==> config.mk <==
export PLATFORM = sky130hd
export DESIGN_NAME = evt_entry_seq
export DESIGN_NICKNAME = d
export VERILOG_FILES = /design/src/rtl/evt_pkg.sv /design/src/rtl/evt_arbiter.sv /design/src/rtl/evt_target.sv /design/src/rtl/evt_entry_seq.sv
export SDC_FILE = /design/constraint.sdc
export NUM_CORES = 1
export LEC_CHECK = 0
export BUFFER_PORTS_ARGS = -buffer_cell sky130_fd_sc_hd__clkbuf_2
export CAP_MARGIN = 0
export CORE_UTILIZATION = 45
export CTS_CLUSTER_SIZE = 25
export DETAILED_ROUTE_END_ITERATION = 12
export PLACE_DENSITY = 0.72
export SLEW_MARGIN = 20
export SYNTH_ARGS = -nofsm -noshare
export SYNTH_HDL_FRONTEND = slang
export SYNTH_HIERARCHICAL = 1
export SYNTH_SLANG_ARGS = --single-unit
==> constraint.sdc <==
create_clock -name clk -period 7.36 [get_ports clk]
set_input_delay 0.736 -clock clk [delete_from_list [all_inputs] [get_ports clk]]
set_output_delay 0.736 -clock clk [all_outputs]
set_load 0.02 [all_outputs]
==> src/rtl/evt_pkg.sv <==
package evt_pkg;
  localparam int XLEN   = 32;
  localparam int CODE_W = 12;
  localparam int LVL_W  = 4;

  // status word fields decoded by the core
  localparam int SR_BLK  = 28;
  localparam int SR_BANK = 29;
  localparam int SR_PRIV = 30;
  localparam int SR_FPD  = 15;
  localparam int SR_MSK_LO = 4;

  localparam logic [CODE_W-1:0] C_PWR_RST  = 12'h000;
  localparam logic [CODE_W-1:0] C_MAN_RST  = 12'h020;
  localparam logic [CODE_W-1:0] C_MULTI    = 12'h140;
  localparam logic [CODE_W-1:0] C_MISS_RD  = 12'h040;
  localparam logic [CODE_W-1:0] C_MISS_WR  = 12'h060;
  localparam logic [CODE_W-1:0] C_TRAP     = 12'h160;
  localparam logic [CODE_W-1:0] C_BLK_OK   = 12'h1E0;

  localparam logic [XLEN-1:0] RST_VEC    = 32'hA000_0000;
  localparam logic [XLEN-1:0] OFS_GEN    = 32'h0000_0100;
  localparam logic [XLEN-1:0] OFS_MISS   = 32'h0000_0400;
  localparam logic [XLEN-1:0] OFS_IRQ    = 32'h0000_0600;

  typedef enum logic [1:0] {
    EV_NONE = 2'd0,
    EV_EXC  = 2'd1,
    EV_IRQ  = 2'd2
  } ev_kind_e;
endpackage

==> src/rtl/evt_arbiter.sv <==
module evt_arbiter
  import evt_pkg::*;
#(
  parameter int CW = CODE_W,
  parameter int LW = LVL_W
) (
  input  logic          step_i,
  input  logic          exc_valid_i,
  input  logic [CW-1:0] exc_code_i,
  input  logic          irq_req_i,
  input  logic [LW-1:0] irq_lvl_i,
  input  logic [LW-1:0] imask_i,
  input  logic          blk_i,
  input  logic          sleep_i,
  input  logic          dslot_i,
  output ev_kind_e      kind_o,
  output logic          esc_o
);
  logic exc_p, irq_p, irq_ok, exc_blocked;

  always_comb begin
    exc_p       = step_i && exc_valid_i;
    irq_p       = step_i && irq_req_i && !exc_valid_i && !dslot_i;
    exc_blocked = exc_p && blk_i && (exc_code_i != C_BLK_OK);
    irq_ok      = irq_p && (irq_lvl_i > imask_i) && (!blk_i || sleep_i);
    esc_o       = exc_blocked;
    if (exc_p && !exc_blocked) kind_o = EV_EXC;
    else if (irq_ok)           kind_o = EV_IRQ;
    else                       kind_o = EV_NONE;
  end
endmodule

==> src/rtl/evt_target.sv <==
module evt_target
  import evt_pkg::*;
#(
  parameter int XW = XLEN,
  parameter int CW = CODE_W
) (
  input  ev_kind_e      kind_i,
  input  logic [CW-1:0] exc_code_i,
  input  logic [XW-1:0] sr_i,
  input  logic [XW-1:0] pc_i,
  input  logic [XW-1:0] vbr_i,
  input  logic          dslot_i,
  output logic [XW-1:0] pc_o,
  output logic [XW-1:0] sr_o,
  output logic [XW-1:0] spc_o
);
  localparam logic [XW-1:0] TWO = XW'(2);

  always_comb begin
    sr_o = sr_i;
    sr_o[SR_BLK]  = 1'b1;
    sr_o[SR_PRIV] = 1'b1;
    sr_o[SR_BANK] = 1'b1;
    spc_o = dslot_i ? (pc_i - TWO) : pc_i;
    pc_o  = vbr_i + OFS_GEN;
    if (kind_i == EV_IRQ) begin
      pc_o = vbr_i + OFS_IRQ;
    end else begin
      unique case (exc_code_i)
        C_PWR_RST, C_MAN_RST, C_MULTI: begin
          sr_o[SR_FPD] = 1'b0;
          sr_o[SR_MSK_LO+3:SR_MSK_LO] = 4'hF;
          pc_o = RST_VEC;
        end
        C_MISS_RD, C_MISS_WR: pc_o = vbr_i + OFS_MISS;
        C_TRAP: spc_o = spc_o + TWO;
        default: ;
      endcase
    end
  end
endmodule

==> src/rtl/evt_entry_seq.sv <==
module evt_entry_seq
  import evt_pkg::*;
#(
  parameter int XW = XLEN,
  parameter int CW = CODE_W,
  parameter int LW = LVL_W
) (
  input  logic          clk,
  input  logic          rst_n,
  input  logic          step_i,
  input  logic          exc_valid_i,
  input  logic [CW-1:0] exc_code_i,
  input  logic          irq_req_i,
  input  logic [CW-1:0] irq_vec_i,
  input  logic [LW-1:0] irq_lvl_i,
  input  logic [XW-1:0] sr_i,
  input  logic [XW-1:0] pc_i,
  input  logic [XW-1:0] r15_i,
  input  logic [XW-1:0] vbr_i,
  input  logic          sleep_i,
  input  logic          dslot_i,
  output logic          entry_o,
  output logic          reset_req_o,
  output logic          sleep_clr_o,
  output logic          dslot_clr_o,
  output logic [XW-1:0] new_pc_o,
  output logic [XW-1:0] sr_o,
  output logic [XW-1:0] ssr_o,
  output logic [XW-1:0] spc_o,
  output logic [XW-1:0] sgr_o,
  output logic [CW-1:0] expevt_o,
  output logic [CW-1:0] intevt_o
);
  // reset: asserted asynchronously, released on a clock edge
  logic [1:0] rst_sync;
  logic       rst_in_n;
  always_ff @(posedge clk or negedge rst_n) begin
    if (!rst_n) rst_sync <= 2'b00;
    else        rst_sync <= {rst_sync[0], 1'b1};
  end
  assign rst_in_n = rst_sync[1];

  ev_kind_e      kind;
  logic          esc;
  logic          take;
  logic [XW-1:0] nx_pc, nx_sr, nx_spc;
  logic          irq_kind_q;

  evt_arbiter #(.CW(CW), .LW(LW)) u_arb (
    .step_i      (step_i),
    .exc_valid_i (exc_valid_i),
    .exc_code_i  (exc_code_i),
    .irq_req_i   (irq_req_i),
    .irq_lvl_i   (irq_lvl_i),
    .imask_i     (sr_i[SR_MSK_LO+LW-1:SR_MSK_LO]),
    .blk_i       (sr_i[SR_BLK]),
    .sleep_i     (sleep_i),
    .dslot_i     (dslot_i),
    .kind_o      (kind),
    .esc_o       (esc)
  );

  evt_target #(.XW(XW), .CW(CW)) u_tgt (
    .kind_i     (kind),
    .exc_code_i (exc_code_i),
    .sr_i       (sr_i),
    .pc_i       (pc_i),
    .vbr_i      (vbr_i),
    .dslot_i    (dslot_i),
    .pc_o       (nx_pc),
    .sr_o       (nx_sr),
    .spc_o      (nx_spc)
  );

  assign take = (kind != EV_NONE);

  // pulse strobes
  always_ff @(posedge clk or negedge rst_in_n) begin
    if (!rst_in_n) begin
      entry_o     <= 1'b0;
      reset_req_o <= 1'b0;
      sleep_clr_o <= 1'b0;
      dslot_clr_o <= 1'b0;
    end else begin
      entry_o     <= take;
      reset_req_o <= esc;
      sleep_clr_o <= take && sleep_i;
      dslot_clr_o <= take && dslot_i;
    end
  end

  // context registers, loaded only on entry
  always_ff @(posedge clk or negedge rst_in_n) begin
    if (!rst_in_n) begin
      new_pc_o   <= '0;
      sr_o       <= '0;
      ssr_o      <= '0;
      spc_o      <= '0;
      sgr_o      <= '0;
      irq_kind_q <= 1'b0;
    end else if (take) begin
      new_pc_o   <= nx_pc;
      sr_o       <= nx_sr;
      ssr_o      <= sr_i;
      spc_o      <= nx_spc;
      sgr_o      <= r15_i;
      irq_kind_q <= (kind == EV_IRQ);
    end
  end

  always_ff @(posedge clk or negedge rst_in_n) begin
    if (!rst_in_n)            expevt_o <= '0;
    else if (kind == EV_EXC)  expevt_o <= exc_code_i;
  end

  always_ff @(posedge clk or negedge rst_in_n) begin
    if (!rst_in_n)            intevt_o <= '0;
    else if (kind == EV_IRQ)  intevt_o <= irq_vec_i;
  end

  // exception wins over a simultaneous interrupt
  assert_exc_first_R1: assert property (@(posedge clk) disable iff (!rst_in_n)
    (step_i && exc_valid_i && irq_req_i && !sr_i[SR_BLK]) |=> (entry_o && !irq_kind_q));

  // blocked exception escalates to reset instead of entering
  assert_blk_escalate_R2: assert property (@(posedge clk) disable iff (!rst_in_n)
    (step_i && exc_valid_i && sr_i[SR_BLK] && exc_code_i != C_BLK_OK)
      |=> (reset_req_o && !entry_o && $stable(expevt_o) && $stable(spc_o)));

  // handler status always has block, privilege and bank set
  assert_entry_sr_R6: assert property (@(posedge clk) disable iff (!rst_in_n)
    entry_o |-> (sr_o[SR_BLK] && sr_o[SR_PRIV] && sr_o[SR_BANK]));

  // no interrupt taken inside a delay slot
  assert_dslot_irq_R12: assert property (@(posedge clk) disable iff (!rst_in_n)
    (step_i && dslot_i && !exc_valid_i) |=> (!entry_o && $stable(intevt_o)));

  // nothing changes without a step
  assert_no_step_R13: assert property (@(posedge clk) disable iff (!rst_in_n)
    !step_i |=> (!entry_o && !reset_req_o && $stable(spc_o) && $stable(expevt_o)));

  // entry and reset request never coincide
  assert_excl_R13: assert property (@(posedge clk) disable iff (!rst_in_n)
    !(entry_o && reset_req_o));
endmodule

==> results of run 1 <==
## critical path: stages
cell       delay [ps]
clkbuf_2          160
nor4bb_1          280
nand3_1           170
a21oi_1           360
nand2b_1          150
buf_4             360
nand4b_1          210
a211oi_1          360
o2111ai_1         260
nor4_1            580
nand3b_1          170
xor2_1            170
mux2_2            270
## sequential cells by signal, summed over array words and instances (netlist names)
signal       flops
new_pc_o        32
sgr_o           32
spc_o           32
sr_o            32
ssr_o           32
expevt_o        12
intevt_o        12
rst_sync         2
dslot_clr_o      1
entry_o          1
reset_req_o      1
sleep_clr_o      1
## metrics by stage
| step | hold WS (ps) | cell area (µm²) | worst slack [ps] | power [mW] |
|---|---|---|---|---|
| 2_1_floorplan | 331 | 10900 | 1670 | 2.06 |
| 3_3_place_gp | 337 | 12600 | 3120 | 2.42 |
| 3_5_place_dp | 346 | 12600 | 3060 | 2.45 |
| 4_1_cts | 65.6 | 13200 | 3480 | 3.39 |
| 5_1_grt | 66.0 | 13200 | 3190 | 3.51 |
| 6_report | 87.3 | 13200 | 3420 | 3.35 |
## layout by cell type (no fill, tap or decap), types with 7 or more instances in the layout
master	count
a21oi_1	23
a31oi_1	7
and3_1	11
clkbuf_16	17
clkbuf_2	350
dfrtp_1	189
ha_1	11
inv_1	9
mux2_2	119
mux2_4	67
nand2_1	61
nand3_1	16
nand4_1	17
nor2_1	52
nor2b_1	11
nor3_1	21
nor4_1	21
o211ai_1	7
o21ai_0	31
or2_2	7
or3_1	11
xnor2_1	44
xor2_1	22
## cell type report
type                    count  area, µm²
fillers                  2071      10300
multi-input cells         684       5600
flip-flops and latches    190       4760
repair buffers            356       1810
clock buffers              18        429
well taps                 319        399
clock inverters            14        165
inverters                   9       33.8
diodes                      1       2.50
## worst paths after layout
check / startpoint / to / slack (ps) / depth (start not counted)
min in group clk: rst_sync[0] / rst_sync[1] / 360 / 0
min: rst_n / rst_sync[1] / 90 / 1
min reg2reg: rst_sync[1] / sgr_o[20] / 320 / 0
max reg2reg: rst_sync[1] / sr_o[28] / 5650 / 1
max in group asynchronous: rst_sync[1] / sr_o[28] / 5650 / 1
max: exc_code_i[8] / spc_o[24] / 3420 / 13
## cells by family (layout without fill, tap and decap cells)
family / count (synthesis) / after routing / share of synthesized area
simple gates: 282 / 282 / 0.146
flops: 190 / 190 / 0.438
mux: 188 / 188 / 0.218
compound gates: 133 / 133 / 0.0837
buf+inv: 88 / 397 / 0.0482
xor+xnor: 66 / 66 / 0.0532
fa+ha+maj: 11 / 11 / 0.0127
other cells: 2 / 5 / 0.000692
## per-layer routing
layer	track usage	routed length (µm)	part of all wire	up-vias
met4	0.0698	516	0.018	0
met5	0	0	0	-
met3	0.0564	2210	0.076	38
met2	0.391	14200	0.49	384
met1	0.289	12100	0.42	4257
li1	-	-	-	4089
## power by group
part	internal (mW)	leakage [nW]	switching (mW)
Sequential	1.27	2.27	0.131
Clock	0.460	0.290	0.469
Combinational	0.440	3.48	0.584
==> metrics.cfg, run 1 <==
[detailed_routing]
via_per_inst = 5.51
wl_mm = 29.1
num_vias = 8768
ant_nets = 0
drc = 0
dr.pass1.iters = 5
drt_iter0_drc = 533
wl_per_cell_um = 18.3

[critical_path]
required_ps = 7670
worst_setup_path_start_kind = input pin
critPathKind = in2reg
crit_path_max_fanout = 36
worstSetupEndpointType = register
arrival_ps = 4260

[sta]
finClkSkew_ps = 13.8
slew_headroom = 0.318
slew_viol_final = 0
hold_viol_final = 0
post-route-period-util = 0.535
period_needed_ps = 3940
tightest_slew_ps = 1010
tns_ps = 0
rsz0062_at_grt = no
setup_viol = 0
max_freq_mhz = 254

[synth]
yosys-top-cells-count = dfrtp_1, mux2_2, mux2_4
synth_edf_count = 0
seq_area_frac_synth = 0.438
synthArstFlopShare = 1.00
synthCells = 960
synthDistinctLibCells = 76
yosysTopAreaCell = dfrtp_1
syn-cell-area_mm2 = 0.0109
yosys-top-cells-area = dfrtp_1, mux2_2, mux2_4
synth_ff_type = dfrtp_1
netlist.area_leader.share = 0.438
synth_area_per_cell_um2 = 11.3
synth_most_common_cell = dfrtp_1
ys_warn_count = 6
ys_ff_latch = 190

[layout]
instances_no_fill = 1591
drive_gt1_frac = 0.474
fin_util = 0.560
syn2layout_area_growth_pct = 21.5
nNetsFinal = 1432

[place]
io_buffers = 350
dp_hpwl_mm = 21.9
gp_congestion = 0.930
dp_cells = 1558

[global_route]
grt_max_degree = 110
grt_pass1_vias = 8463
grt_overflow_total = 0
grt_pass1_wl_mm = 44.5
grt_util_all_layers = 0.231
antenna_found_initial = 1

[clocking]
hold_buffers = 0
ctsRootBufferMaster = clkbuf_16
cts_resized = 0
cts_buffer_depth = 2
clock_sinks = 190
clk_pin_slew_worst_paths_ps = 80
clk_latency_ps = 440
cts_tree = yes
postCtsSetupBuffers = 0
cts_buffers = 17
cts-htree-levels = 4

[min_path]
holdCritPathClass = in2async

[floorplan]
die_w_um = 157
ios = 351
coreArea_mm2 = 0.0235
die_area_mm2 = 0.0248
num_rows = 56
start_util = 0.461
die-height_um = 157

[power_and_ir_drop]
powerDensity_mw_per_mm2 = 254
p_leak_nw = 6.04
ir_drop_mv = 0.158

[outcome]
status = finished, final reports clean

[flow_run]
maxCapViolations = 0

No activity file was read; power rests on OpenSTA's default activity.
==> run 2, diff against run 1 <==
PLACE_DENSITY = 0.75   (was 0.72)
clock period = 3.2 ns   (was 7.36 ns; I/O delays follow)
==> metrics.cfg, run 2 (synthesized netlist as in run 1, its figures left out) <==
[sta]
tightest_slew_ps = 726
tns_ps = 0
hold_viol_final = 0
slew_viol_final = 0
whs_ps = 108
max_freq_mhz = 324
finClkSkew_ps = 10.9
post-route-period-util = 0.964
setup_ws_ps = 115
setup_viol = 0
slew_headroom = 0.511
period_needed_ps = 3090

[layout]
layout_common_cells = clkbuf_2, dfrtp_1, mux2_2
fin_util = 0.597
diodes = 0
drive_gt1_frac = 0.508
syn2layout_area_growth_pct = 29.5
nNetsFinal = 1524
final_common_cell = clkbuf_2

[critical_path]
reg2regPathDepth = 1
r2r_slack_ps = 2270
required_ps = 3520
timing.rr.end = new_pc_o[12]
cp_common_cell = buf_4
crit_path_max_fanout = 4
worstSetupEndpointType = register
critPathKind = in2reg
crit_chain = clkbuf_2 > inv_1 > ha_1 > nor2b_1 > o211ai_1 > a21oi_1 > buf_4 > nor2b_2 > buf_4 > a211oi_1 > o2111ai_1 > nor4_1 > nand4b_1 > xor2_1 > mux2_2
cp_slowest_cell = nor4_1
slowest_delay_ps = 590
reg2reg_from = rst_sync[1]
worst_setup_path_start_kind = input pin
worstSetupStartpoint = sr_i[5]
endpoint = spc_o[28]
arrival_ps = 3400

[clocking]
clk_pin_slew_worst_paths_ps = 80
clock_sinks = 190
cts_buffer_depth = 2
postCtsSetupBuffers = 0
cts-htree-levels = 4
cts_tree = yes
cts_buffers = 17
ctsRootBufferMaster = clkbuf_16
clk_latency_ps = 440

[global_route]
antenna_found_initial = 0
grt_pass1_wl_mm = 47.5
grt_overflow_total = 0
grt_max_degree = 115
grt_util_all_layers = 0.247
grt_pass1_vias = 9082

[floorplan]
die-height_um = 157
die_area_mm2 = 0.0248
start_util = 0.461
num_rows = 56
die_w_um = 157
coreArea_mm2 = 0.0235
ios = 351

[place]
dpl_worst_slack_ps = -257
gp_congestion = 0.919
io_buffers = 350
dp_hpwl_mm = 23.7

[power_and_ir_drop]
ir_drop_mv = 0.317
powerDensity_mw_per_mm2 = 556
p_leak_nw = 6.54

[detailed_routing]
num_vias = 9079
via_per_inst = 5.40
drc = 0
ant_nets = 0
wl_per_cell_um = 18.2
wl_mm = 30.6
dr.pass1.iters = 7
drt_iter0_drc = 572

[outcome]
status = finished, final reports clean

[flow_run]
maxCapViolations = 0

[min_path]
hp-start = r15_i[27]
holdCritPathClass = in2reg

run 2: how the worst min path moves through the flow:
| stage | end | slack [ps] | cells after the start |
|---|---|---|---|
| after floorplan | rst_sync[0] | 20 | 0 |
| after global placement | rst_sync[0] | 110 | 1 |
| after detailed placement | rst_sync[0] | 110 | 1 |
| after CTS | sgr_o[27] | 90 | 2 |
| after global routing | sgr_o[27] | 80 | 2 |
| final | sgr_o[27] | 110 | 2 |
run 2: layout make-up:
class / instances / area, µm²
clock buffer: 18 / 429
clock inverter: 14 / 163
fill: 1975 / 9480
inverter: 9 / 33.8
multi-input combinational: 684 / 5600
sequential: 190 / 4760
tap: 319 / 399
timing repair buffer: 448 / 2680
run 2: critical path: cells and delay by family:
kind                     cells  cell delay [ps]
XOR/XNOR                     1              170
multiplexers                 1              270
AO/OA/AOI/OAI                4              810
adder cells (fa/ha/maj)      1              290
buffers and inverters        4              440
AND/OR/NAND/NOR              4             1100
run 2: power by group:
group / internal [mW] / total (mW) / switching, mW
sequential: 2.92 / 3.21 / 0.298
combinational: 1.08 / 2.46 / 1.38
clock: 1.06 / 2.15 / 1.09
run 2: timing repair:
action                                 4_1_cts  5_1_grt
setup endpoints to repair                    0        2
endpoints found under the hold margin        2        0
hold buffers                                 1        0
resized for setup                            0        1
run 2: through the flow:
| step | power (mW) | cells | instance area (µm²) |
|---|---|---|---|
| 2_1_floorplan | 4.75 | 962 | 10900 |
| 5_1_grt | 8.20 | 1682 | 14100 |
| 4_1_cts | 7.90 | 1682 | 14100 |
| 6_report | 7.82 | 1682 | 14100 |
| 3_5_place_dp | 5.73 | 1649 | 13500 |
| 3_3_place_gp | 5.65 | 1649 | 13500 |
run 2: per-layer routing:
layer,share of wire,global-route usage
met5,0,0
met4,0.024,0.0874
met3,0.073,0.0603
met2,0.49,0.416
met1,0.41,0.306
==> run 3, diff against run 2 <==
ABC_AREA = 1   (was default)
CAP_MARGIN = 20   (was 0)
PLACE_DENSITY = 0.74   (was 0.75)
==> metrics.cfg, run 3 <==
[outcome]
status = finished, final reports clean

[global_route]
grt_pass1_wl_mm = 56.6
grt_overflow_total = 0
antenna_found_initial = 1
grt_pass1_vias = 11060
grt_max_degree = 176
grt_util_all_layers = 0.264

[critical_path]
cp_common_cell = nand2_1
reg2regPathDepth = 1
path_buf_inv = 4
arrival_ps = 2690
cp_slowest_cell = buf_12
crit_family = simple AND/OR/NAND/NOR gates
cp.depth = 11
critPathKind = in2reg
crit_path_max_fanout = 175
worst_setup_path_start_kind = input pin
slowest_delay_ps = 420
required_ps = 3570
worstSetupEndpointType = register
crit_chain = clkbuf_2 > inv_1 > ha_1 > nand4_1 > nand3_1 > nor2_4 > buf_12 > inv_1 > nand2_1 > nand2_1 > nand2_1

[flow_run]
maxCapViolations = 0

[synth]
synth_ff_type = dfrtp_1
ys_ff_latch = 190
synthDistinctLibCells = 48
synthCells = 1730
yosys-top-cells-count = nand2_1, o21ai_0, dfrtp_1
synthArstFlopShare = 1.00
netlist.area_leader.share = 0.400
ys_warn_count = 6
syn-cell-area_mm2 = 0.0119
yosysTopAreaCell = dfrtp_1
yosys-top-cells-area = dfrtp_1, nand2_1, o21ai_0
synth_most_common_cell = nand2_1
seq_area_frac_synth = 0.400
synth_area_per_cell_um2 = 6.88
synth_edf_count = 0

[sta]
setup_ws_ps = 878
max_freq_mhz = 431
setup_viol = 0
tightest_slew_ps = 777
slew_viol_final = 0
period_needed_ps = 2320
tns_ps = 0
slew_headroom = 0.482
finClkSkew_ps = 15.9
post-route-period-util = 0.726
rsz0062_at_grt = no
hold_viol_final = 0

[clocking]
ctsRootBufferMaster = clkbuf_16
cts_buffers = 17
postCtsSetupBuffers = 0
cts-htree-levels = 4
clock_sinks = 190
clk_pin_slew_worst_paths_ps = 90
cts_tree = yes
clk_latency_ps = 440
cts_buffer_depth = 2
cts_resized = 0
hold_buffers = 1

[floorplan]
die_w_um = 165
die-height_um = 165
ios = 351
coreArea_mm2 = 0.0260
start_util = 0.458
die_area_mm2 = 0.0271
num_rows = 59

[detailed_routing]
drc = 0
wl_mm = 36.4
dr.pass1.iters = 6
drt_iter0_drc = 1119
ant_nets = 0
num_vias = 12248
via_per_inst = 5.18
wl_per_cell_um = 15.4

[min_path]
whs_path_depth = 3
holdCritPathClass = in2reg

[layout]
drive_gt1_frac = 0.234
postLayoutCellArea_mm2 = 0.0144
final_common_cell = nand2_1
fin_util = 0.555
multi_input_area_mm2 = 0.00599
regArea_mm2 = 0.00476
n_fill_cell = 2563
layout_common_cells = nand2_1, clkbuf_2, o21ai_0
syn2layout_area_growth_pct = 21.2
nNetsFinal = 2190

[power_and_ir_drop]
p_leak_nw = 8.02
powerDensity_mw_per_mm2 = 523
clkPwrFrac = 0.307
p_int_mw = 4.69
netSwitchingFraction = 0.378
seqPwrFrac = 0.413
finalPower_mw = 7.54
p_sw_mw = 2.85
combPwrFrac = 0.280
ir_drop_mv = 0.298

[place]
placed_cell_area_mm2 = 0.0138
dp_hpwl_mm = 26.6
dpl_worst_slack_ps = 326
io_buffers = 350
gp_congestion = 0.927

-- run 3: worst paths after layout --
kind                        startpoint           to  slack [ps]
hold / removal                r15_i[4]     sgr_o[4]          90
setup reg to reg           rst_sync[1]     ssr_o[3]        2090
min in group asynchronous        rst_n  rst_sync[1]         200
hold reg to reg            rst_sync[1]  expevt_o[6]         280
setup / recovery               sr_i[7]  expevt_o[3]         880
max in group asynchronous  rst_sync[1]     ssr_o[3]        2090
-- run 3: layer usage --
metal  up-vias  part of all wire  global-route usage
met5         -                 0                   0
li1       6012                 -                   -
met1      5671              0.43               0.345
met4         0             0.039               0.126
met3        90             0.065              0.0439
met2       475              0.46               0.426
-- run 3: worst min-delay path: cells and delay by family --
| family | cells | cell delay, ps |
|---|---|---|
| buffers and inverters | 1 | 70 |
| AO/OA/AOI/OAI | 1 | 60 |
| AND/OR/NAND/NOR | 1 | 50 |
-- run 3: cell families after synthesis --
family / after synthesis / synth area share
adder cells (fa/ha/maj): 11 / 0.0116
AO/OA/AOI/OAI: 251 / 0.112
XOR/XNOR: 46 / 0.0345
other: 2 / 0.000631
AND/OR/NAND/NOR: 959 / 0.343
buffers and inverters: 271 / 0.0989
flip-flops: 190 / 0.400
-- run 3: through the flow --
step | hold slack [ps] | std cells
CTS | 71.4 | 2364
global route | 86.1 | 2365
floorplan | 24.4 | 1732
finish | 92.7 | 2366
detailed placement | 115 | 2331
global placement | 108 | 2331
-- run 3: layout make-up --
| cell class | instances | area share |
|---|---|---|
| antenna | 2 | 0.000347 |
| timing repair buffer | 367 | 0.136 |
| clock inverter | 15 | 0.0158 |
| inverter | 169 | 0.0442 |
| clock buffer | 17 | 0.0295 |
| multi-input combinational | 1271 | 0.415 |
| sequential | 190 | 0.330 |
| tap | 335 | 0.0291 |
-- run 3: power by group through the flow --
stage               combinational, mW  sequential (mW)  clock, mW
global route                     2.32             3.17       2.47
CTS                              2.12             3.11       2.37
finish                           2.11             3.11       2.32
global placement                 2.08             3.14          0
floorplan                       0.692             3.72          0
detailed placement               2.11             3.15          0
